==> src/rtl/twm_pkg.sv <==
package twm_pkg;

    typedef enum logic [2:0] {
        ST_IDLE = 3'd0,
        ST_DEV  = 3'd1,
        ST_AHI  = 3'd2,
        ST_ALO  = 3'd3,
        ST_WDAT = 3'd4,
        ST_RDAT = 3'd5
    } twm_state_e;

    localparam int BYTE_W  = 8;
    localparam int ACK_BIT = 8;

endpackage

==> src/rtl/twm_line_filter.sv <==
module twm_line_filter #(
    parameter int   STABLE_CYC = 4,
    parameter logic IDLE_LVL   = 1'b1
) (
    input  logic clk,
    input  logic rst_n,
    input  logic line_i,
    output logic line_o
);
    localparam int CW = (STABLE_CYC < 2) ? 1 : $clog2(STABLE_CYC + 1);

    typedef struct packed {
        logic [1:0]    sync;
        logic          lvl;
        logic [CW-1:0] cnt;
    } filt_t;

    filt_t flt_d, flt_q;

    always_comb begin
        flt_d      = flt_q;
        flt_d.sync = {flt_q.sync[0], line_i};
        if (flt_q.sync[1] == flt_q.lvl) begin
            flt_d.cnt = '0;
        end else if (flt_q.cnt == CW'(STABLE_CYC - 1)) begin
            flt_d.lvl = flt_q.sync[1];
            flt_d.cnt = '0;
        end else begin
            flt_d.cnt = flt_q.cnt + 1'b1;
        end
    end

    always_ff @(posedge clk or negedge rst_n) begin
        if (!rst_n) begin
            flt_q <= '{sync: {2{IDLE_LVL}}, lvl: IDLE_LVL, cnt: '0};
        end else begin
            flt_q <= flt_d;
        end
    end

    assign line_o = flt_q.lvl;

    // the filtered level only moves to a value the synchronizer presented
    assert_filter_agrees_R11: assert property (@(posedge clk) disable iff (!rst_n)
        !$stable(flt_q.lvl) |-> ($past(flt_q.sync[1]) == flt_q.lvl));

endmodule

==> src/rtl/twm_bus_events.sv <==
module twm_bus_events (
    input  logic clk,
    input  logic rst_n,
    input  logic scl_i,
    input  logic sda_i,
    output logic scl_rise_o,
    output logic scl_fall_o,
    output logic start_o,
    output logic stop_o
);
    typedef struct packed {
        logic scl;
        logic sda;
    } ev_t;

    ev_t ev_d, ev_q;

    always_comb begin
        ev_d.scl = scl_i;
        ev_d.sda = sda_i;
    end

    always_ff @(posedge clk or negedge rst_n) begin
        if (!rst_n) begin
            ev_q <= '{scl: 1'b1, sda: 1'b1};
        end else begin
            ev_q <= ev_d;
        end
    end

    assign scl_rise_o = scl_i & ~ev_q.scl;
    assign scl_fall_o = ~scl_i & ev_q.scl;
    assign start_o    = scl_i & ev_q.scl & ev_q.sda & ~sda_i;
    assign stop_o     = scl_i & ev_q.scl & ~ev_q.sda & sda_i;

    // a bus condition never coincides with an SCL edge or with the other condition
    assert_cond_exclusive_R1: assert property (@(posedge clk) disable iff (!rst_n)
        $countones({start_o, stop_o, scl_rise_o, scl_fall_o}) <= 1);

endmodule

==> src/rtl/twm_slave_engine.sv <==
module twm_slave_engine #(
    parameter int         AW          = 16,
    parameter int         FILT_CYCLES = 4,
    parameter logic [3:0] DEV_ID      = 4'b1010
) (
    input  logic          clk,
    input  logic          rst_n,
    input  logic          scl_i,
    input  logic          sda_i,
    input  logic [2:0]    strap_i,
    output logic          sda_pull_o,
    output logic [AW-1:0] mem_raddr_o,
    input  logic [7:0]    mem_rdata_i,
    output logic          wr_valid_o,
    output logic [AW-1:0] wr_addr_o,
    output logic [7:0]    wr_data_o
);
    import twm_pkg::*;

    localparam int HI_W = AW - BYTE_W;
    localparam int NLINE = 2;

    typedef struct packed {
        twm_state_e          state;
        logic [3:0]          bitcnt;
        logic                ack_ph;
        logic                rw;
        logic                mack;
        logic                pull;
        logic [BYTE_W-1:0]   shreg;
        logic [BYTE_W-1:0]   ahi;
        logic [AW-1:0]       ptr;
        logic                wr_v;
        logic [AW-1:0]       wr_addr;
        logic [BYTE_W-1:0]   wr_data;
    } eng_t;

    logic [NLINE-1:0] raw_lines;
    logic [NLINE-1:0] flt_lines;
    logic scl_f, sda_f;
    logic scl_rise, scl_fall, start_ev, stop_ev;
    logic do_load;
    eng_t eng_d, eng_q;

    assign raw_lines = {scl_i, sda_i};

    for (genvar g = 0; g < NLINE; g++) begin : g_filt
        twm_line_filter #(
            .STABLE_CYC (FILT_CYCLES),
            .IDLE_LVL   (1'b1)
        ) u_filt (
            .clk    (clk),
            .rst_n  (rst_n),
            .line_i (raw_lines[g]),
            .line_o (flt_lines[g])
        );
    end

    assign scl_f = flt_lines[1];
    assign sda_f = flt_lines[0];

    twm_bus_events u_events (
        .clk        (clk),
        .rst_n      (rst_n),
        .scl_i      (scl_f),
        .sda_i      (sda_f),
        .scl_rise_o (scl_rise),
        .scl_fall_o (scl_fall),
        .start_o    (start_ev),
        .stop_o     (stop_ev)
    );

    always_comb begin
        eng_d      = eng_q;
        eng_d.wr_v = 1'b0;
        do_load    = 1'b0;
        if (stop_ev) begin
            eng_d.state  = ST_IDLE;
            eng_d.pull   = 1'b0;
            eng_d.ack_ph = 1'b0;
        end else if (start_ev) begin
            eng_d.state  = ST_DEV;
            eng_d.bitcnt = '0;
            eng_d.ack_ph = 1'b0;
            eng_d.pull   = 1'b0;
        end else begin
            unique case (eng_q.state)
                ST_IDLE: begin
                end
                ST_RDAT: begin
                    if (!eng_q.ack_ph) begin
                        if (scl_rise && eng_q.bitcnt != 4'(ACK_BIT)) begin
                            eng_d.bitcnt = eng_q.bitcnt + 1'b1;
                        end else if (scl_fall && eng_q.bitcnt == 4'(ACK_BIT)) begin
                            eng_d.pull   = 1'b0;
                            eng_d.ack_ph = 1'b1;
                        end else if (scl_fall) begin
                            eng_d.shreg = {eng_q.shreg[6:0], 1'b0};
                            eng_d.pull  = ~eng_q.shreg[6];
                        end
                    end else begin
                        if (scl_rise) begin
                            eng_d.mack = ~sda_f;
                        end else if (scl_fall) begin
                            if (eng_q.mack) begin
                                do_load = 1'b1;
                            end else begin
                                eng_d.state  = ST_IDLE;
                                eng_d.ack_ph = 1'b0;
                            end
                        end
                    end
                end
                default: begin
                    if (!eng_q.ack_ph) begin
                        if (scl_rise && eng_q.bitcnt != 4'(ACK_BIT)) begin
                            eng_d.shreg  = {eng_q.shreg[6:0], sda_f};
                            eng_d.bitcnt = eng_q.bitcnt + 1'b1;
                        end else if (scl_fall && eng_q.bitcnt == 4'(ACK_BIT)) begin
                            eng_d.pull   = 1'b1;
                            eng_d.ack_ph = 1'b1;
                            case (eng_q.state)
                                ST_DEV: begin
                                    if (eng_q.shreg[7:1] == {DEV_ID, strap_i}) begin
                                        eng_d.rw = eng_q.shreg[0];
                                    end else begin
                                        eng_d.state  = ST_IDLE;
                                        eng_d.pull   = 1'b0;
                                        eng_d.ack_ph = 1'b0;
                                    end
                                end
                                ST_AHI: eng_d.ahi = eng_q.shreg;
                                ST_ALO: eng_d.ptr = {eng_q.ahi[HI_W-1:0], eng_q.shreg};
                                default: begin
                                    eng_d.wr_v    = 1'b1;
                                    eng_d.wr_addr = eng_q.ptr;
                                    eng_d.wr_data = eng_q.shreg;
                                    eng_d.ptr     = eng_q.ptr + 1'b1;
                                end
                            endcase
                        end
                    end else if (scl_fall) begin
                        eng_d.pull   = 1'b0;
                        eng_d.ack_ph = 1'b0;
                        eng_d.bitcnt = '0;
                        case (eng_q.state)
                            ST_DEV:  begin
                                if (eng_q.rw) do_load = 1'b1;
                                else          eng_d.state = ST_AHI;
                            end
                            ST_AHI:  eng_d.state = ST_ALO;
                            default: eng_d.state = ST_WDAT;
                        endcase
                    end
                end
            endcase
        end
        if (do_load) begin
            eng_d.state  = ST_RDAT;
            eng_d.shreg  = mem_rdata_i;
            eng_d.ptr    = eng_q.ptr + 1'b1;
            eng_d.pull   = ~mem_rdata_i[7];
            eng_d.bitcnt = '0;
            eng_d.ack_ph = 1'b0;
        end
    end

    always_ff @(posedge clk or negedge rst_n) begin
        if (!rst_n) begin
            eng_q <= '0;
        end else begin
            eng_q <= eng_d;
        end
    end

    assign sda_pull_o  = eng_q.pull;
    assign mem_raddr_o = eng_q.ptr;
    assign wr_valid_o  = eng_q.wr_v;
    assign wr_addr_o   = eng_q.wr_addr;
    assign wr_data_o   = eng_q.wr_data;

    // outside START/STOP, the pull-down moves only while filtered SCL is low
    assert_pull_scl_low_R10: assert property (@(posedge clk) disable iff (!rst_n)
        (!$stable(eng_q.pull) && !$past(start_ev) && !$past(stop_ev)) |-> !$past(scl_f));

    // idle persists until a START arrives
    assert_idle_holds_R12: assert property (@(posedge clk) disable iff (!rst_n)
        (eng_q.state == ST_IDLE && !start_ev) |=> (eng_q.state == ST_IDLE));

    // START re-arms address matching with SDA released
    assert_start_rearms_R9: assert property (@(posedge clk) disable iff (!rst_n)
        (start_ev && !stop_ev) |=> (eng_q.state == ST_DEV && !eng_q.pull));

    // STOP leaves the engine idle and released
    assert_stop_idle_R1: assert property (@(posedge clk) disable iff (!rst_n)
        stop_ev |=> (eng_q.state == ST_IDLE && !sda_pull_o));

    // write pulses last a single cycle
    assert_wr_single_R5: assert property (@(posedge clk) disable iff (!rst_n)
        wr_valid_o |=> !wr_valid_o);

    // no pull-down while idle
    assert_idle_released_R3: assert property (@(posedge clk) disable iff (!rst_n)
        (eng_q.state == ST_IDLE) |-> !sda_pull_o);

endmodule

==> config.mk <==
export PLATFORM = sky130hd
export DESIGN_NAME = twm_slave_engine
export DESIGN_NICKNAME = d
export VERILOG_FILES = /design/src/rtl/twm_pkg.sv /design/src/rtl/twm_line_filter.sv /design/src/rtl/twm_bus_events.sv /design/src/rtl/twm_slave_engine.sv
export SDC_FILE = /design/constraint.sdc
export NUM_CORES = 1
export LEC_CHECK = 0
export BUFFER_PORTS_ARGS = -buffer_cell sky130_fd_sc_hd__buf_2
export CELL_PAD_IN_SITES_DETAIL_PLACEMENT = 0
export CELL_PAD_IN_SITES_GLOBAL_PLACEMENT = 2
export CORE_MARGIN = 2
export CORE_UTILIZATION = 39
export CTS_CLUSTER_DIAMETER = 80
export DETAILED_ROUTE_END_ITERATION = 16
export PLACE_DENSITY_LB_ADDON = 0.12
export SYNTH_ARGS = -nofsm -noshare
export SYNTH_HDL_FRONTEND = slang
export SYNTH_HIERARCHICAL = 1
export SYNTH_SLANG_ARGS = --single-unit
==> constraint.sdc <==
create_clock -name clk -period 3.95 [get_ports clk]
set_clock_uncertainty 0.05 [all_clocks]
set_input_delay 0 -clock clk [delete_from_list [all_inputs] [get_ports clk]]
set_output_delay 0 -clock clk [all_outputs]
set_load 0.005 [all_outputs]
---- After elaboration in Yosys (flattened, before gate mapping) ----
Cells that the tools add are included.
W data, S select, Z words.
operators by class
  eq/ne operators ......................... 36
  bitwise logic cells ..................... 21
  reductions and logical operators ........ 22
  add/subtract/negate cells ............... 4
  mux-type cells .......................... 70
operators with widths
  operator                 number
  $mux W57                 3
  $mux W49                 3
  $mux W8                  7
  $ne A5 B5 Y1 const B     9
  $mux W3                  14
  $mux W9                  4
  $pmux W16 S2             1
  $reduce_and A7 Y1        4
  $mux W1                  26
  $mux W25                 1
  $pmux W9 S2              1
  $add A16 B1 Y16 const B  1
  $mux W16                 1
  $ne A4 B4 Y1 const B     4
  $pmux W8 S2              1
  $reduce_and A8 Y1        2
  $not A1 Y1               14
  $eq A3 B2 Y1 const B     4
  $mux W4                  3
  $ne A3 B3 Y1 const B     4
  $reduce_and A11 Y1       1
  $reduce_bool A5 Y1       2
  $ne A2 B1 Y1 const B     4
  $and A1 B1 Y1            7
  23 further kinds         32
word-level totals
  logic and storage cells ................. 173
  bits of input ports ..................... 15
  register bits after elaboration ......... 82
  output and inout bits ................... 42

---- Logic depth before layout (Yosys ltp) ----
  depth in word-level cells ............... 10
  gate-level depth with buffers ........... 10
  depth with buffers taken out ............ 7

---- Cells and area by module ----
The synthesis kept the hierarchy.
by module, submodules not included
  module            cells an instance  instances  seq. area each (um^2)  area each (um^2)
  twm_slave_engine  451                1          1701.6                 3973.8
  twm_line_filter   13                 2          153.9                  220.2
  twm_bus_events    6                  1          52.6                   85.1

---- Worst setup path before layout ----
No wires, ideal clock.
  path kind ............................... register to register
  start point ............................. reg g_filt[0].u_filt.flt_q (netlist bit g_filt[0].u_filt/line_o)
  end point ............................... reg eng_q[50] (netlist name)
  stages on the path, launching flop included .. 6
  data required time ...................... 3.775 ns
  slack ................................... 1.674 ns
  data arrival time ....................... 2.101 ns
  path through ............................ dfstp_2 > and4b_1 > nor2_1 > nand3_1 > o32ai_4 > mux2_2
between the ends
  word-level cells in the longest chain between the ends .. 6
RTL lines
  what                                                   RTL line                 source
  start, declared                                        twm_line_filter.sv:18    filt_t flt_d, flt_q;
  start signal, assigned                                 twm_line_filter.sv:35    flt_q <= '{sync: {2{IDLE_LVL}}, lvl: IDLE_LVL, cnt: '0};
  start signal, assigned                                 twm_line_filter.sv:37    flt_q <= flt_d;
  $not A1 Y1 (*)                                         twm_bus_events.sv:33     assign start_o = scl_i & ev_q.scl & ev_q.sda & ~sda_i;
  $and A1 B1 Y1 (*)                                      twm_bus_events.sv:33
  net start_ev                                           twm_slave_engine.sv:41   logic scl_rise, scl_fall, start_ev, stop_ev;
  $mux W1                                                twm_slave_engine.sv:81   end else if (start_ev) begin
  $mux W1                                                twm_slave_engine.sv:77   if (stop_ev) begin
  $ne A3 B3 Y1 (no source line) (tied with other cells)  --
  $reduce_and A8 Y1 (no source line)                     --
  end signal, assigned                                   twm_slave_engine.sv:172  eng_q <= eng_d;
  end, declared                                          twm_slave_engine.sv:43   eng_t eng_d, eng_q;
Mark *: on every way through the listed nets, which the timed path passes. The rest lies on a longest branch.
A chain may end at the register's enable or synchronous reset.

---- Worst setup path in the final report ----
  start point ............................. reg eng_q[65] (netlist name)
  end point ............................... reg eng_q[53] (netlist name)
between the ends
  word-level cells in the longest chain between the ends .. 9
RTL lines
  what                                                   RTL line                 source
  $eq A3 B1 Y1                                           twm_slave_engine.sv:146  case (eng_q.state)
  $mux W1                                                twm_slave_engine.sv:146
  $mux W1                                                twm_slave_engine.sv:142  end else if (scl_fall) begin
  $mux W1                                                twm_slave_engine.sv:115  if (!eng_q.ack_ph) begin
  $pmux W1 S2                                            twm_slave_engine.sv:87   unique case (eng_q.state)
  $mux W1                                                twm_slave_engine.sv:81
  $mux W1                                                twm_slave_engine.sv:77
  $ne A3 B3 Y1 (no source line) (tied with other cells)  --
  $reduce_and A8 Y1 (no source line)                     --
Parallel ways exist; a longest one is shown, timed or not. The select of a mux whose other input is x is not followed.

==> run_results.csv <==
group,metric,value,unit
status,outcome,"completed",
yosys,syn-cell-area,4499,µm²
sta,finalSetupViolCount,0,
sta,whs,21.72,ps
yosys,synth_top_family_by_area,"simple AND/OR/NAND/NOR gates",
sta,drv_slew,0,
cts,cts_setup_buffers,0,
setup_path,slowest_stage,"dfrtp_1",
drt,avgRoutedWirePerCell,17.14,µm
yosys,ys_async_sr_fraction,100.0,%
place,gp_congestion,0.7986,
yosys,synth-compound-area-share,13.29,%
yosys,synth-edff-count,0,
yosys,synth_mux_area_share,6.146,%
place,pre_cts_ws,1318,ps
cts,cts_resized,0,
drt,route.detailed.drc,0,
drt,drtIter0Drc,202,
layout,area_growth,11.35,%
min_path,hold_class,"in2reg",
floorplan,die_area,12410,µm²
yosys,ys_top_cells_by_area,"dfrtp_1 41%, nand2_1 8.3%, buf_4 6.7%",
setup_path,crit_chain,"nand3b_2 > o32ai_4 > and2_1 > o21ai_0 > mux2_2",
grt,grt_start_max_net_pins,83,
floorplan,die_x,111.4,µm
yosys,ys_ff_latch,82,
setup_path,critPathMaxStageDelay,650,ps
sta,max_slew_margin,30.22,%
place,dpl_cell_area,4588,µm²
drt,wl,11140,µm
sta,fin_setup_tns,0,ps
power,power,0.002909,W
grt,overflow,0,
yosys,syn_avg_cell_area,9.315,µm²
layout,fin_nets,522,
layout,postLayoutCellArea,5010,µm²
run,cap_violations,0,
yosys,synth_commonest_cells,"100 x nand2_1, 74 x dfrtp_1, 40 x buf_4",
sta,min_period,2641,ps
grt,grt.total_usage,18.28,%
setup_path,cp.required,4130,ps
yosys,syn_nets,503,
yosys,yosys.area_share.adder,1.390,%
sta,rsz0062_at_grt,"no",
floorplan,coreArea,11320,µm²
drt,dr_total_vias,3483,
power,p_leak,2.377,nW
cts,ctsHoldBuffers,10,
cts,cts_max_path_buffers,2,
floorplan,initial_core_util,39.74,%
yosys,synth_flop_cell,"dfrtp_1",
yosys,yosys.area_share.simple,22.55,%
setup_path,critical-path-top-delay-family,"simple AND/OR/NAND/NOR gates",
drt,ant_nets,0,
yosys,synth_top_cell_by_area,"dfrtp_1",
yosys,yosysMostFrequentCell,"nand2_1",
sta,tightest_slew,1047,ps
sta,setup_slack,1309,ps
cts,cts_root_buffer,"clkbuf_16",
yosys,synth_top_area_share,41.16,%
setup_path,path_buf_inv,0,
drt,vias_per_cell,5.358,
yosys,seq_area_frac_synth,45.83,%
layout,n_antenna_cell,0,
setup_path,worstSetupPathType,"reg2reg",
grt,grt_pass1_vias,3394,
floorplan,num_io_pins,57,
setup_path,endpoint_kind,"flop",
yosys,syn-instance-count,483,
power,vdd_drop_max,0.3541,mV
power,p_per_area,580.7,nW/µm²
yosys,synthXorXnorAreaFrac,1.168,%
cts,clock_latency,340,ps
setup_path,cp.arrival,2820,ps
yosys,yosysWarningCount,6,
layout,fillerInstances,1131,
cts,h-tree-depth,3,
cts,clkSinkCount,82,
setup_path,cp_max_fo,16,
sta,report.final.hold_viol_count,0,
sta,max_freq,378.7,MHz
yosys,synth_cell_types,55,
cts,cts_buffers,9,
floorplan,core.rowCount,39,
layout,drive_above_1_share,21.70,%
place,dp_hpwl,7637,µm
cts,cts_tree,"done",
grt,antenna_found_initial,0,
sta,timing.final.crit_share,66.85,%
grt,grt_pass1_wl,17970,µm
floorplan,die_h,111.4,µm
cts,clk_pin_slew,60,ps
setup_path,cp-start-kind,"flop",
drt,firstDrtPassIters,4,
place,port_buffers,56,
per-stage QoR:
step | std cells | utilization, %
6_report | 650 | 44.25
5_1_grt | 650 | 44.25
4_1_cts | 650 | 44.25
3_5_place_dp | 624 | 40.53
3_3_place_gp | 624 | 40.53
2_1_floorplan | 483 | -
worst paths after layout:
path / start / endpoint / slack, ps / cells after the start
max: eng_q[65] / eng_q[53] / 1310 / 5
min reg2reg: g_filt[1].u_filt/flt_d[5] / g_filt[1].u_filt/flt_q[5] / 310 / 0
min: mem_rdata_i[0] / eng_q[49] / 20 / 3
max reg2reg: eng_q[65] / eng_q[53] / 1310 / 5
max in group asynchronous: rst_n / eng_q[66] / 2850 / 2
min in group asynchronous: rst_n / wr_addr_o[6] / 350 / 2
worst reg2reg max path, stage by stage, from the launching register on:
cell	delay, ps
dfrtp_1	650
nand3b_2	320
o32ai_4	590
and2_1	460
o21ai_0	180
mux2_2	280
area by class of cell:
cell class              instances  area, µm²  area share (%)
well taps                     143      178.9           3.571
clock buffers                  12      246.5           4.920
inverters                       8      30.03          0.5994
clock inverters                 4      75.07           1.499
multi-input cells             331       2004           40.01
repair buffers                 70      412.9           8.242
flip-flops and latches         82       2062           41.16
layer usage:
layer	global-route usage (%)	vias up	wire [µm]
met4	6.996	0	273
li1	-	1688	-
met1	23.86	1710	5149
met3	4.355	20	363
met5	0	-	0
met2	29.63	65	5352
registers in the layout, summed over array words and instances (netlist names), 2 cells and up:
name,count
g_filt.u_filt/flt_d,2
g_filt.u_filt/flt_q,8
g_filt.u_filt/line_o,2
mem_raddr_o,16
eng_q,26
wr_addr_o,16
u_events/ev_q,2
wr_data_o,8
where the power goes:
part	switching, W	internal (W)
clock network	0.000336	0.000571
registers	0.000219	0.000978
logic	0.000438	0.000366
total	0.000993	0.00192
cell usage in the layout (no fill, tap or decap), types with 7 or more instances in the layout:
cell type,instances
o21ai_0,24
buf_2,55
dlygate4sd3_1,10
a21oi_1,21
nand3_1,25
nor3b_1,8
clkbuf_16,9
nand4_1,7
mux2_2,20
dfrtp_1,74
dfstp_2,8
nand2_1,100
nor3_1,13
inv_1,8
nor2_1,22
logic make-up (layout without fill, tap and decap cells):
group / count (synthesis) / count (layout)
adder cells (fa/ha/maj): 5 / 5
multiplexers: 25 / 25
AO/OA/AOI/OAI: 87 / 87
flip-flops: 82 / 82
AND/OR/NAND/NOR: 208 / 208
XOR/XNOR: 6 / 6
buffers and inverters: 70 / 94
Note: power is estimated with default switching activity, not from simulation.
